[src/rtl/uart_brk_tx_pkg.sv]
package uart_brk_tx_pkg;

   typedef enum logic [2:0] {
      CH_NONE,
      CH_DATA,
      CH_PRE,
      CH_BRK,
      CH_MARK
   } char_kind_t;

   // Bit-time length of one character of the given kind
   function automatic int unsigned char_bits(char_kind_t k, int unsigned dw,
                                             logic wide, logic lng,
                                             int unsigned extra);
      int unsigned base;
      base = dw + 2 + (wide ? 1 : 0);
      case (k)
         CH_DATA, CH_PRE: return base;
         CH_BRK:          return base + (lng ? extra : 0);
         CH_MARK:         return 1;
         default:         return 0;
      endcase
   endfunction

endpackage

[src/rtl/uart_brk_tx_hold.sv]
module uart_brk_tx_hold #(
   parameter int W = 9
) (
   input  logic         clk,
   input  logic         rst_n,
   input  logic         wr_en,
   input  logic         take,
   input  logic [W-1:0] wr_data,
   output logic [W-1:0] hold_q,
   output logic         full
);
   // A write in the same cycle as a take wins: the old word leaves, the new one stays
   always_ff @(posedge clk) begin
      if (!rst_n) begin
         hold_q <= '0;
         full   <= 1'b0;
      end else begin
         if (wr_en) hold_q <= wr_data;
         if (wr_en)      full <= 1'b1;
         else if (take)  full <= 1'b0;
      end
   end
endmodule

[src/rtl/uart_brk_tx_pack.sv]
module uart_brk_tx_pack
   import uart_brk_tx_pkg::*;
#(
   parameter int DATA_W     = 8,
   parameter int LONG_EXTRA = 3,
   parameter int SH_W       = 14,
   parameter int CNT_W      = 4
) (
   input  char_kind_t        kind,
   input  logic [DATA_W:0]   data,
   input  logic              wide,
   input  logic              lng,
   output logic [SH_W-1:0]   vec,
   output logic [CNT_W-1:0]  len
);
   logic [SH_W-1:0] frame_v;

   // Frame image, bit 0 leaves first: start, data, optional top bit, stop, fill
   generate
      for (genvar i = 0; i < SH_W; i++) begin : g_bit
         if (i == 0) begin : g_start
            assign frame_v[i] = 1'b0;
         end else if (i <= DATA_W) begin : g_data
            assign frame_v[i] = data[i-1];
         end else if (i == DATA_W + 1) begin : g_top
            assign frame_v[i] = wide ? data[DATA_W] : 1'b1;
         end else begin : g_fill
            assign frame_v[i] = 1'b1;
         end
      end
   endgenerate

   always_comb begin
      case (kind)
         CH_DATA: vec = frame_v;
         CH_BRK:  vec = '0;
         default: vec = '1;
      endcase
      len = CNT_W'(char_bits(kind, DATA_W, wide, lng, LONG_EXTRA));
   end
endmodule

[src/rtl/uart_brk_tx_shift.sv]
module uart_brk_tx_shift #(
   parameter int SH_W  = 14,
   parameter int CNT_W = 4
) (
   input  logic             clk,
   input  logic             rst_n,
   input  logic             tick,
   input  logic             load,
   input  logic [SH_W-1:0]  vec,
   input  logic [CNT_W-1:0] len,
   output logic             txd,
   output logic             free,
   output logic             busy
);
   logic [SH_W-1:0]  sreg;
   logic [CNT_W-1:0] cnt;

   always_ff @(posedge clk) begin
      if (!rst_n) begin
         sreg <= '1;
         cnt  <= '0;
      end else if (tick) begin
         if (load) begin
            sreg <= vec;
            cnt  <= len;
         end else if (cnt != '0) begin
            sreg <= {1'b1, sreg[SH_W-1:1]};
            cnt  <= cnt - 1'b1;
         end
      end
   end

   assign busy = (cnt != '0);
   assign free = (cnt <= CNT_W'(1));
   assign txd  = busy ? sreg[0] : 1'b1;
endmodule

[src/rtl/uart_brk_tx.sv]
module uart_brk_tx
   import uart_brk_tx_pkg::*;
#(
   parameter int DATA_W     = 8,
   parameter int LONG_EXTRA = 3
) (
   input  logic              clk,
   input  logic              rst_n,
   input  logic              bit_tick,
   input  logic              tx_en,
   input  logic              brk_req,
   input  logic              nine_bit,
   input  logic              long_brk,
   input  logic              wr_en,
   input  logic [DATA_W:0]   wr_data,
   output logic              txd,
   output logic              tdre,
   output logic              tc
);
   localparam int SH_W  = DATA_W + 3 + LONG_EXTRA;
   localparam int CNT_W = $clog2(SH_W + 1);

   generate
      if (DATA_W < 4 || DATA_W > 16) begin : g_bad_dw
         $error("uart_brk_tx: DATA_W out of range");
      end
      if (LONG_EXTRA < 0 || LONG_EXTRA > 8) begin : g_bad_ext
         $error("uart_brk_tx: LONG_EXTRA out of range");
      end
   endgenerate

   logic             en_q, pre_pend, hold_full, take, load, free, busy;
   logic             rise, pre_eff, brk_go, after_brk;
   logic [DATA_W:0]  hold_q;
   logic [SH_W-1:0]  vec;
   logic [CNT_W-1:0] len;
   char_kind_t       next_kind, cur_kind;

   uart_brk_tx_hold #(.W(DATA_W + 1)) u_hold (
      .clk(clk), .rst_n(rst_n), .wr_en(wr_en), .take(take),
      .wr_data(wr_data), .hold_q(hold_q), .full(hold_full)
   );

   uart_brk_tx_pack #(.DATA_W(DATA_W), .LONG_EXTRA(LONG_EXTRA),
                      .SH_W(SH_W), .CNT_W(CNT_W)) u_pack (
      .kind(next_kind), .data(hold_q), .wide(nine_bit), .lng(long_brk),
      .vec(vec), .len(len)
   );

   uart_brk_tx_shift #(.SH_W(SH_W), .CNT_W(CNT_W)) u_shift (
      .clk(clk), .rst_n(rst_n), .tick(bit_tick), .load(load),
      .vec(vec), .len(len), .txd(txd), .free(free), .busy(busy)
   );

   assign rise      = tx_en & ~en_q;
   assign pre_eff   = pre_pend | rise;
   assign brk_go    = brk_req & tx_en;
   assign after_brk = busy && (cur_kind == CH_BRK);

   // Next-character arbitration, evaluated on the strobe that ends the current one
   always_comb begin
      next_kind = CH_NONE;
      if (bit_tick && free) begin
         if (after_brk && !brk_go)      next_kind = CH_MARK;
         else if (brk_go)               next_kind = CH_BRK;
         else if (pre_eff && tx_en)     next_kind = CH_PRE;
         else if (hold_full && tx_en)   next_kind = CH_DATA;
      end
   end

   assign load = (next_kind != CH_NONE);
   assign take = (next_kind == CH_DATA);

   always_ff @(posedge clk) begin
      if (!rst_n) begin
         en_q     <= 1'b0;
         pre_pend <= 1'b0;
         cur_kind <= CH_NONE;
      end else begin
         en_q     <= tx_en;
         pre_pend <= pre_eff & (next_kind != CH_PRE);
         if (load) cur_kind <= next_kind;
      end
   end

   assign tdre = ~hold_full;
   assign tc   = ~busy & ~hold_full & ~pre_pend & ~brk_go;
endmodule

[config.mk]
export PLATFORM = sky130hd
export DESIGN_NAME = uart_brk_tx
export DESIGN_NICKNAME = d
export VERILOG_FILES = /design/src/rtl/uart_brk_tx_pkg.sv /design/src/rtl/uart_brk_tx_hold.sv /design/src/rtl/uart_brk_tx_pack.sv /design/src/rtl/uart_brk_tx_shift.sv /design/src/rtl/uart_brk_tx.sv
export SDC_FILE = /design/constraint.sdc
export NUM_CORES = 1
export LEC_CHECK = 0
export CAP_MARGIN = 20
export CORE_MARGIN = 3
export CORE_UTILIZATION = 62
export CTS_BUF_LIST = sky130_fd_sc_hd__clkbuf_8
export CTS_CLUSTER_DIAMETER = 60
export DETAILED_ROUTE_END_ITERATION = 6
export PLACE_DENSITY = 0.85
export SYNTH_ARGS = -nofsm -noshare
export SYNTH_HDL_FRONTEND = slang
export SYNTH_HIERARCHICAL = 1
export SYNTH_SLANG_ARGS = --single-unit
[constraint.sdc]
create_clock -name clk -period 3.7 [get_ports clk]
set_input_delay 0.925 -clock clk [delete_from_list [all_inputs] [get_ports clk]]
set_output_delay 0.925 -clock clk [all_outputs]
set_load 0.005 [all_outputs]
==> metrics list, run 1 <==
- The number of global-route vias before repair is 1582.
- Clock Tree Root: sky130_fd_sc_hd__clkbuf_8
- Final setup viols: 0
- Counting stages on the worst path, the most repeated cell is sky130_fd_sc_hd__clkdlybuf4s50_1.
- After clock tree synthesis, the clock-pin slew on the worst setup and hold paths is 0.07 ns.
* Largest family of logic cells by synthesized area: compound AO/OA/AOI/OAI gates
* I/O pin total: 20
* GRT overflow: 0
- Die Width: 61.8 um
- Cell internal power was estimated by the tool at 1010 uW.
- Peak supply drop: 0.528 mV
* Post-CTS setup buffer count: 0
- Using the TritonRoute via totals, the vias-per-cell ratio works out to 6.18.
* Count of cells resized by post-cts repair: 0
- TritonCTS built the clock tree.
- Number of antenna violations at the first check in global routing: 0
* Sort of element at the end of the critical path: output port
- Standard cell core area: 2850 um^2
* Arrival time worst endpoint: 2.46 ns
- Final net count: 249
* Sequential share of the synthesized area: 34.3%
- Share of the synthesized area in the top cell type: 34.3%
* Final weighted congestion of routability-driven global placement: 0.839
* Share of the clock period used by the worst path: 91.5%
* Die H: 61.8 um
* Maximum buffer depth of the clock tree: 2
- The flow ran to the end, and the final reports show no timing, DRC or antenna violations.
- Final worst setup slack: 0.316 ns
- The number of antenna diodes in the final layout is 0.
- Largest fanout of any net on the critical path: 7
* Power density cells: 790 nW/um^2
* Routed wirelength normalized by instance count: 16.9 um
- The clock arrives with about 0.0029 ns of skew.
* Critical Setup Path Class: in2out
- Sequential cells burn about a third of the power.
- Combinational logic is responsible for 50.5% of the overall power.
- Summing every instance area after synthesis gives 1930 um^2.
* Actual transition at the worst max-transition pin: 0.762 ns
- Post-synthesis simple-gate area fraction: about a fifth
- After detailed routing, the number of remaining DRC violations is 0.
* Proportion of synthesized area in mux cells: roughly an eighth
- Entering global routing, the biggest net connects 31 pins.
* Buffering stage count on the worst path with inverters included: 2
* Series of cell instances along the critical path: clkdlybuf4s50_1, a2111oi_0, clkdlybuf4s50_1
- Unrepaired setup endpoints after global routing: false
- Insertion delay to the later sink of the worst-skew pair: 0.28 ns
* Layout area overhead: 12.8%
- The first detailed-routing pass ran for 4 iterations.
- Dominant cells by area after synthesis: sky130_fd_sc_hd__dfxtp_1, sky130_fd_sc_hd__mux2i_1, sky130_fd_sc_hd__o21ai_0
* Worst Setup Start Kind: primary input
- Multi-input combinational cell area: 1080 um^2
- Relative slew slack: 49.1%
- Prior to clock tree synthesis, the placed netlist has a worst setup slack of 0.279 ns.
- Yosys printed 6 warnings.
- Clock period minus worst slack: 3.38 ns
- On the critical path the largest part of the delay comes from buffers and inverters.
* Cts-stage hold buffer count: 0
- The number of hold-slack violations in the final timing report was 0.
- The detailed router finished its first iteration with 123 violations.
- Summing all flip-flop and latch instances after layout gives 661 um^2.
- Of the cells placed in the final design, the portion with a size suffix greater than 1 is about 14%.
- The count of cells in the finished layout, fillers not included, comes to 259.
- In this run the remaining antenna-violating nets after routing total 0.
* Starting Density: 67.6%
* Aggregate global-route resource usage: 25.3%
* H-tree levels: 2
- Adding up every negative setup slack in the final design gives 0 ns.
* Largest incremental delay on the critical path: approximately 0.57 ns
- Final HPWL DP: 3.01 mm
- Mapped Cells: 211
* Synth Area in Compound Gates: 21.7%
- Post-synthesis share of cell area spent on xor and xnor gates: 0%
* Worst-path cell with the longest stage delay: sky130_fd_sc_hd__clkdlybuf4s50_1
- The die covers 3810 um^2.
- The synthesized design spends more area on one cell type than any other, namely sky130_fd_sc_hd__dfxtp_1.
* Worst hold margin: ~0.53 ns
- Post-synthesis area per instance: ~9.1 um^2
- P_leak: about 0.00084 uW
- Of the total power, the share spent switching nets is about 41%.
- The filler cells instantiated in the layout total 219.
- Number of clock sinks seen by CTS: 33
- Worst min path class: reg2reg
- Vias after detailed routing: 1600
- Post-synthesis net count: 233
* Adder-cell share of the synthesized area: 3.24%
* Required arrival time at the worst endpoint: between 2 and 3 ns
- Count of port buffers added during placement: 19
* Flops & latches, synth: 33
- Counting distinct cell types in the post-synthesis netlist gives 50.
- The first global-routing pass estimated 7.13 mm of wire.
- Clock power share: roughly 17%
- Fmax: ~300 MHz
- Detailed-route wire length: 4.38 mm
- Cts bufs inserted: 5
- In this run the power spent charging and discharging nets is 713 uW.
- After detailed placement, the design holds a cell count of 251.
- Row generation in the floorplan step produced 19 rows.
- Final-report max-slew violation count: 0
* Number of max-capacitance violations reported: 0
## path summary, 6_finish.rpt
check / endpoint / slack, ns / from / cells past startpoint
worst max-delay path: tc / 0.32 / tx_en / 3
worst min-delay path: u_shift/sreg[6] / 0.53 / u_shift/sreg[6] / 2
worst max register to register: u_shift/cnt[0] / 1.05 / u_shift/cnt[0] / 11
worst min register to register: u_shift/sreg[6] / 0.53 / u_shift/sreg[6] / 2
## kinds of logic after synthesis
group | count (synthesis)
compound gates | 62
fa+ha+maj | 5
buf+inv | 31
flops | 33
mux | 23
simple gates | 57
## cell type report
| class | instances | area share [%] |
|---|---|---|
| Multi-Input combinational cell | 147 | 49.8 |
| Sequential cell | 33 | 30.4 |
| Timing Repair Buffer | 25 | 10.8 |
| Inverter | 15 | 2.59 |
| Tap cell | 31 | 1.78 |
| Clock inverter | 1 | 0.230 |
| Clock buffer | 7 | 4.43 |
## cells in the final DEF, fill, tap and decap left out, types with 2 or more instances in the layout
cell type,Yosys,routed
sky130_fd_sc_hd__o21ai_1,4,4
sky130_fd_sc_hd__clkbuf_8,0,7
sky130_fd_sc_hd__a31oi_2,1,2
sky130_fd_sc_hd__nor2b_1,12,12
sky130_fd_sc_hd__nor2_1,10,10
sky130_fd_sc_hd__nand2b_1,2,2
sky130_fd_sc_hd__o21a_1,3,3
sky130_fd_sc_hd__nor3_1,3,3
sky130_fd_sc_hd__buf_4,5,6
sky130_fd_sc_hd__mux2i_1,22,22
sky130_fd_sc_hd__o311ai_0,7,7
sky130_fd_sc_hd__a21oi_1,4,4
sky130_fd_sc_hd__o311ai_1,6,6
sky130_fd_sc_hd__nand2_1,9,9
sky130_fd_sc_hd__nor3_2,2,2
sky130_fd_sc_hd__o21ai_0,26,26
sky130_fd_sc_hd__dfxtp_1,33,33
sky130_fd_sc_hd__clkdlybuf4s50_1,0,19
sky130_fd_sc_hd__and2_1,4,4
sky130_fd_sc_hd__inv_1,15,15
sky130_fd_sc_hd__ha_1,5,5
## power groups by stage
stage	clock [uW]	combinational (uW)	sequential, uW
after detailed placement	0	829	556
after global placement	0	781	549
after floorplan	0	704	529
after CTS	300	845	552
after global routing	312	949	564
final	298	868	554
## synthesized netlist by cell type, drive strengths merged
cell     count
a2111oi      1
a211o        1
a21oi        5
a311oi       1
a31oi        2
a32o         1
a32oi        1
and2         5
and3         2
and3b        1
and4         1
buf         11
bufbuf       1
clkbuf       4
dfxtp       33
ha           5
inv         15
mux2         1
mux2i       22
nand2       11
nand2b       2
nand4        1
nor2        11
nor2b       13
nor3         5
nor4b        1
o2111ai      1
o211ai       1
o21a         3
o21ai       30
o2bb2ai      1
o311ai      13
o31a         1
or3b         2
or4          1
or4b         1
## per-layer routing
| layer | vias up | global-route usage (%) | part of all wire (%) |
|---|---|---|---|
| li1 | 787 | - | - |
| met1 | 743 | 31.8 | 44 |
| met2 | 62 | 42.6 | 47 |
| met3 | 8 | 4.75 | 6.9 |
| met4 | 0 | 10.0 | 1.8 |
| met5 | - | 0 | 0 |
## stage by stage
stage / instance area (um^2) / utilization [%] / total power (uW)
after floorplan: 1930 / - / 1230
after global placement: 2070 / 72.7 / 1330
after detailed placement: 2070 / 72.7 / 1390
final: 2180 / 76.3 / 1720
after global routing: 2180 / 76.3 / 1830
after CTS: 2180 / 76.3 / 1700
## state kept, by name, indices dropped and copies added, names as in the netlist
signal,cells
u_hold/hold_q,9
u_hold/full,1
u_shift/cnt,4
u_shift/sreg,14
pre_pend,1
cur_kind,3
en_q,1
## worst min-delay path, delay by kind of cell, from the launching register on
family,cells,cell delay [ns]
flip-flops,1,0.31
AO/OA/AOI/OAI,2,0.16
Power figures use the tool's default switching activity.
==> inputs of run 2 (changes only) <==
--- a/config.mk
+++ b/config.mk
@@ -8,7 +8,7 @@
 export CAP_MARGIN = 20
 export CORE_MARGIN = 3
 export CORE_UTILIZATION = 62
-export CTS_BUF_LIST = sky130_fd_sc_hd__clkbuf_8
+export CTS_BUF_LIST = sky130_fd_sc_hd__clkbuf_4 sky130_fd_sc_hd__clkbuf_8
 export CTS_CLUSTER_DIAMETER = 60
 export DETAILED_ROUTE_END_ITERATION = 6
 export PLACE_DENSITY = 0.85
==> run 2 against run 1 <==
Effect of this change: die area unchanged; clock power down 21%; register-to-register slack better by 0.02 ns; critical path type unchanged; sequential power about the same; largest power group unchanged; cell count unchanged.
==> metrics list, run 2 (synthesized netlist as in run 1, its figures left out) <==
* Share of the clock period used by the worst path: 91.6%
- I/O pin total: 20
- Total Neg Setup Slack: 0 ns
* Cts bufs inserted: 5
- Actual transition at the worst max-transition pin: about 0.76 ns
- Together, buffers and inverters on the worst path number 2.
- Setup violations remaining at the end of the flow were counted as 0.
* Total design power: 1640 uW
* Series of cell instances along the critical path: clkdlybuf4s50_1, a2111oi_0, clkdlybuf4s50_1
- Final-report max-slew violation count: 0
- Maximum buffer depth of the clock tree: 2
- The tree built by TritonCTS fans out to 33 sinks.
- Prior to clock tree synthesis, the placed netlist has a worst setup slack of 0.279 ns.
- Number of cells on the worst hold path: 2
- Power spread over the standard cell area amounts to between 700 and 800 nW/um^2.
- Number of antenna violations at the first check in global routing: 0
- After detailed routing, the average wire length per cell comes to approximately 16 um.
* GRT overflow: 0
- Final HPWL DP: 3.01 mm
- Flip-flop count of the largest register, all copies and words added: 14
- Registers with the most flip-flops: u_shift/sreg: 14 flops, u_hold/hold_q: 9 flops, u_shift/cnt: 4 flops
- The die covers about 3800 um^2.
- Along the worst path, the maximum fanout reaches 7.
* Number of rows in the core area: 19
- FF-to-FF path depth: 11
- After clock tree synthesis, the setup repair step added 0 buffers.
* Global-route wire length before repair: 6.86 mm
* Layout area overhead: 11.2%
- The number of hold-slack violations in the final timing report came to 0.
- Diodes inserted: 0
* Count of port buffers added during placement: 19
- Setup slack closes at 0.312 ns.
* Pin count of the biggest net entering global routing: 31
- P_leak: 0.000832 uW
- Clock Tree Root: sky130_fd_sc_hd__clkbuf_4
* Via density per instance: roughly 6.2
- By startpoint and endpoint, the worst setup path is classified as in2out.
- In this run, post-CTS hold repair placed 0 buffers.
- Final weighted congestion of routability-driven global placement: ~0.84
- Worst Min Path Start: u_hold/hold_q[4]
* Number of nets with antenna violations after routing: 0
* Most used cell along the critical path: sky130_fd_sc_hd__clkdlybuf4s50_1
* Endpoint of the worst register-to-register path: u_shift/cnt[0]
* Filler cell count in the final layout: 222
- The library cell used most frequently in the layout, excluding fill and tap cells, is sky130_fd_sc_hd__dfxtp_1.
- Detailed-route wire length: just over 4 mm
- Clock-pin slew was measured on the worst setup and hold paths at 0.11 ns.
- The largest individual stage delay along the critical path comes from the cell sky130_fd_sc_hd__clkdlybuf4s50_1.
- The die is roughly 60 um wide.
- Clock period minus worst slack: approximately 3.4 ns
- The detailed router finished its first iteration with between 90 and 100 violations.
- Number of max-capacitance violations reported: 0
- Global routing consumed, on the met2 layer, 39.0% of the routing resources.
- The worst setup path is launched from a primary input.
- Die H: 61.8 um
- Met1 GRT Util: a little under a third
* Crit-path leading delay family: buffers and inverters
- In the routed design, unresolved DRC markers number 0.
- STA classifies the critical path endpoint as an output port.
* Vias after detailed routing: 1611
- Global routing used roughly 7.4% of the available met3 tracks.
- Across the VDD grid, the largest voltage drop is 0.521 mV.
- Startpoint of the lowest-slack register-to-register path: u_shift/cnt[0]
- Final net count: 249
- Largest incremental delay on the critical path: 0.58 ns
* Aggregate global-route resource usage: 24.1%
- Headroom to the max-slew limit came out at 49.6%.
- For the worst setup path, the data required time is roughly 2.8 ns.
- Routing layer with the top usage in global route: met2
* Count of cells resized by post-cts repair: 0
- The path with the worst hold slack has its endpoint at u_hold/hold_q[4].
- Starting Density: 67.6%
- Largest register by flop count: u_shift/sreg
* Run status: completed
- Fmax: 295 MHz
- The number of global-route vias before repair is 1531.
* Worst R2R Setup Slack: 1.07 ns
- H-tree levels: 2
- Final setup skew: 0.00761 ns
* Insertion delay to the later sink of the worst-skew pair: 0.34 ns
- The first detailed-routing pass took 4 iterations.
* Layout cell share with drive strength beyond 1: 13.6%
- The min-delay analysis places its worst path in the category reg2reg.
- Setup repair after global routing left no endpoint under its margin.
* Arrival time worst endpoint: 2.46 ns
* Top library cells by usage in the layout, fill and taps aside: sky130_fd_sc_hd__dfxtp_1, sky130_fd_sc_hd__o21ai_0, sky130_fd_sc_hd__mux2i_1
- TritonCTS built the clock tree.
* Standard cell core area: 2850 um^2
[run 2: cell types whose count changed in the layout (fill, tap and decap cells not counted)]
cell	previous run	this run
sky130_fd_sc_hd__clkbuf_4	0	5
sky130_fd_sc_hd__clkbuf_8	7	2
[run 2: layout make-up]
type | count | area [um^2] | area share (%)
clock buffer | 7 | 65.1 | 3.03
clock inverter | 1 | 5.00 | 0.233
inverter | 15 | 56.3 | 2.63
multi-input combinational | 147 | 1080 | 50.5
sequential | 33 | 661 | 30.8
tap | 31 | 38.8 | 1.81
timing repair buffer | 25 | 235 | 11.0
[run 2: metrics by stage]
stage / cell area (um^2) / utilization [%] / hold WS, ns / std cells
final: 2140 / 75.2 / 0.531 / 259
after floorplan: 1930 / - / 0.443 / 211
after global placement: 2070 / 72.7 / 0.466 / 251
after detailed placement: 2070 / 72.7 / 0.510 / 251
after global routing: 2140 / 75.2 / 0.554 / 259
after CTS: 2140 / 75.2 / 0.532 / 259
[run 2: power breakdown]
group	leakage, uW	internal [uW]	total [uW]	switching (uW)
Clock	0.0000413	110	236	126
Sequential	0.000272	466	553	86.2
Combinational	0.000518	371	848	477
[run 2: routing by layer]
metal	wire (um)	share of wire [%]	vias to the layer above
met2	1950	47	53
met5	0	0	-
met3	302	7.3	6
met4	48	1.2	0
met1	1850	45	759
li1	-	-	793
[run 2: worst min-delay path: cells and delay by family (launching register included)]
kind | cells | cell delay [ns]
AND/OR/NAND/NOR | 1 | 0.05
flip-flops | 1 | 0.33
multiplexers | 1 | 0.12
[run 2: worst max path at each step]
stage	endpoint	slack, ns	cells past startpoint	start
2_1_floorplan	u_shift/cnt[0]	1.19	7	brk_req
3_3_place_gp	tc	0.36	3	tx_en
3_5_place_dp	u_shift/cnt[0]	0.28	10	tx_en
4_1_cts	tc	0.31	3	tx_en
5_1_grt	tc	0.11	3	tx_en
6_report	tc	0.31	3	tx_en
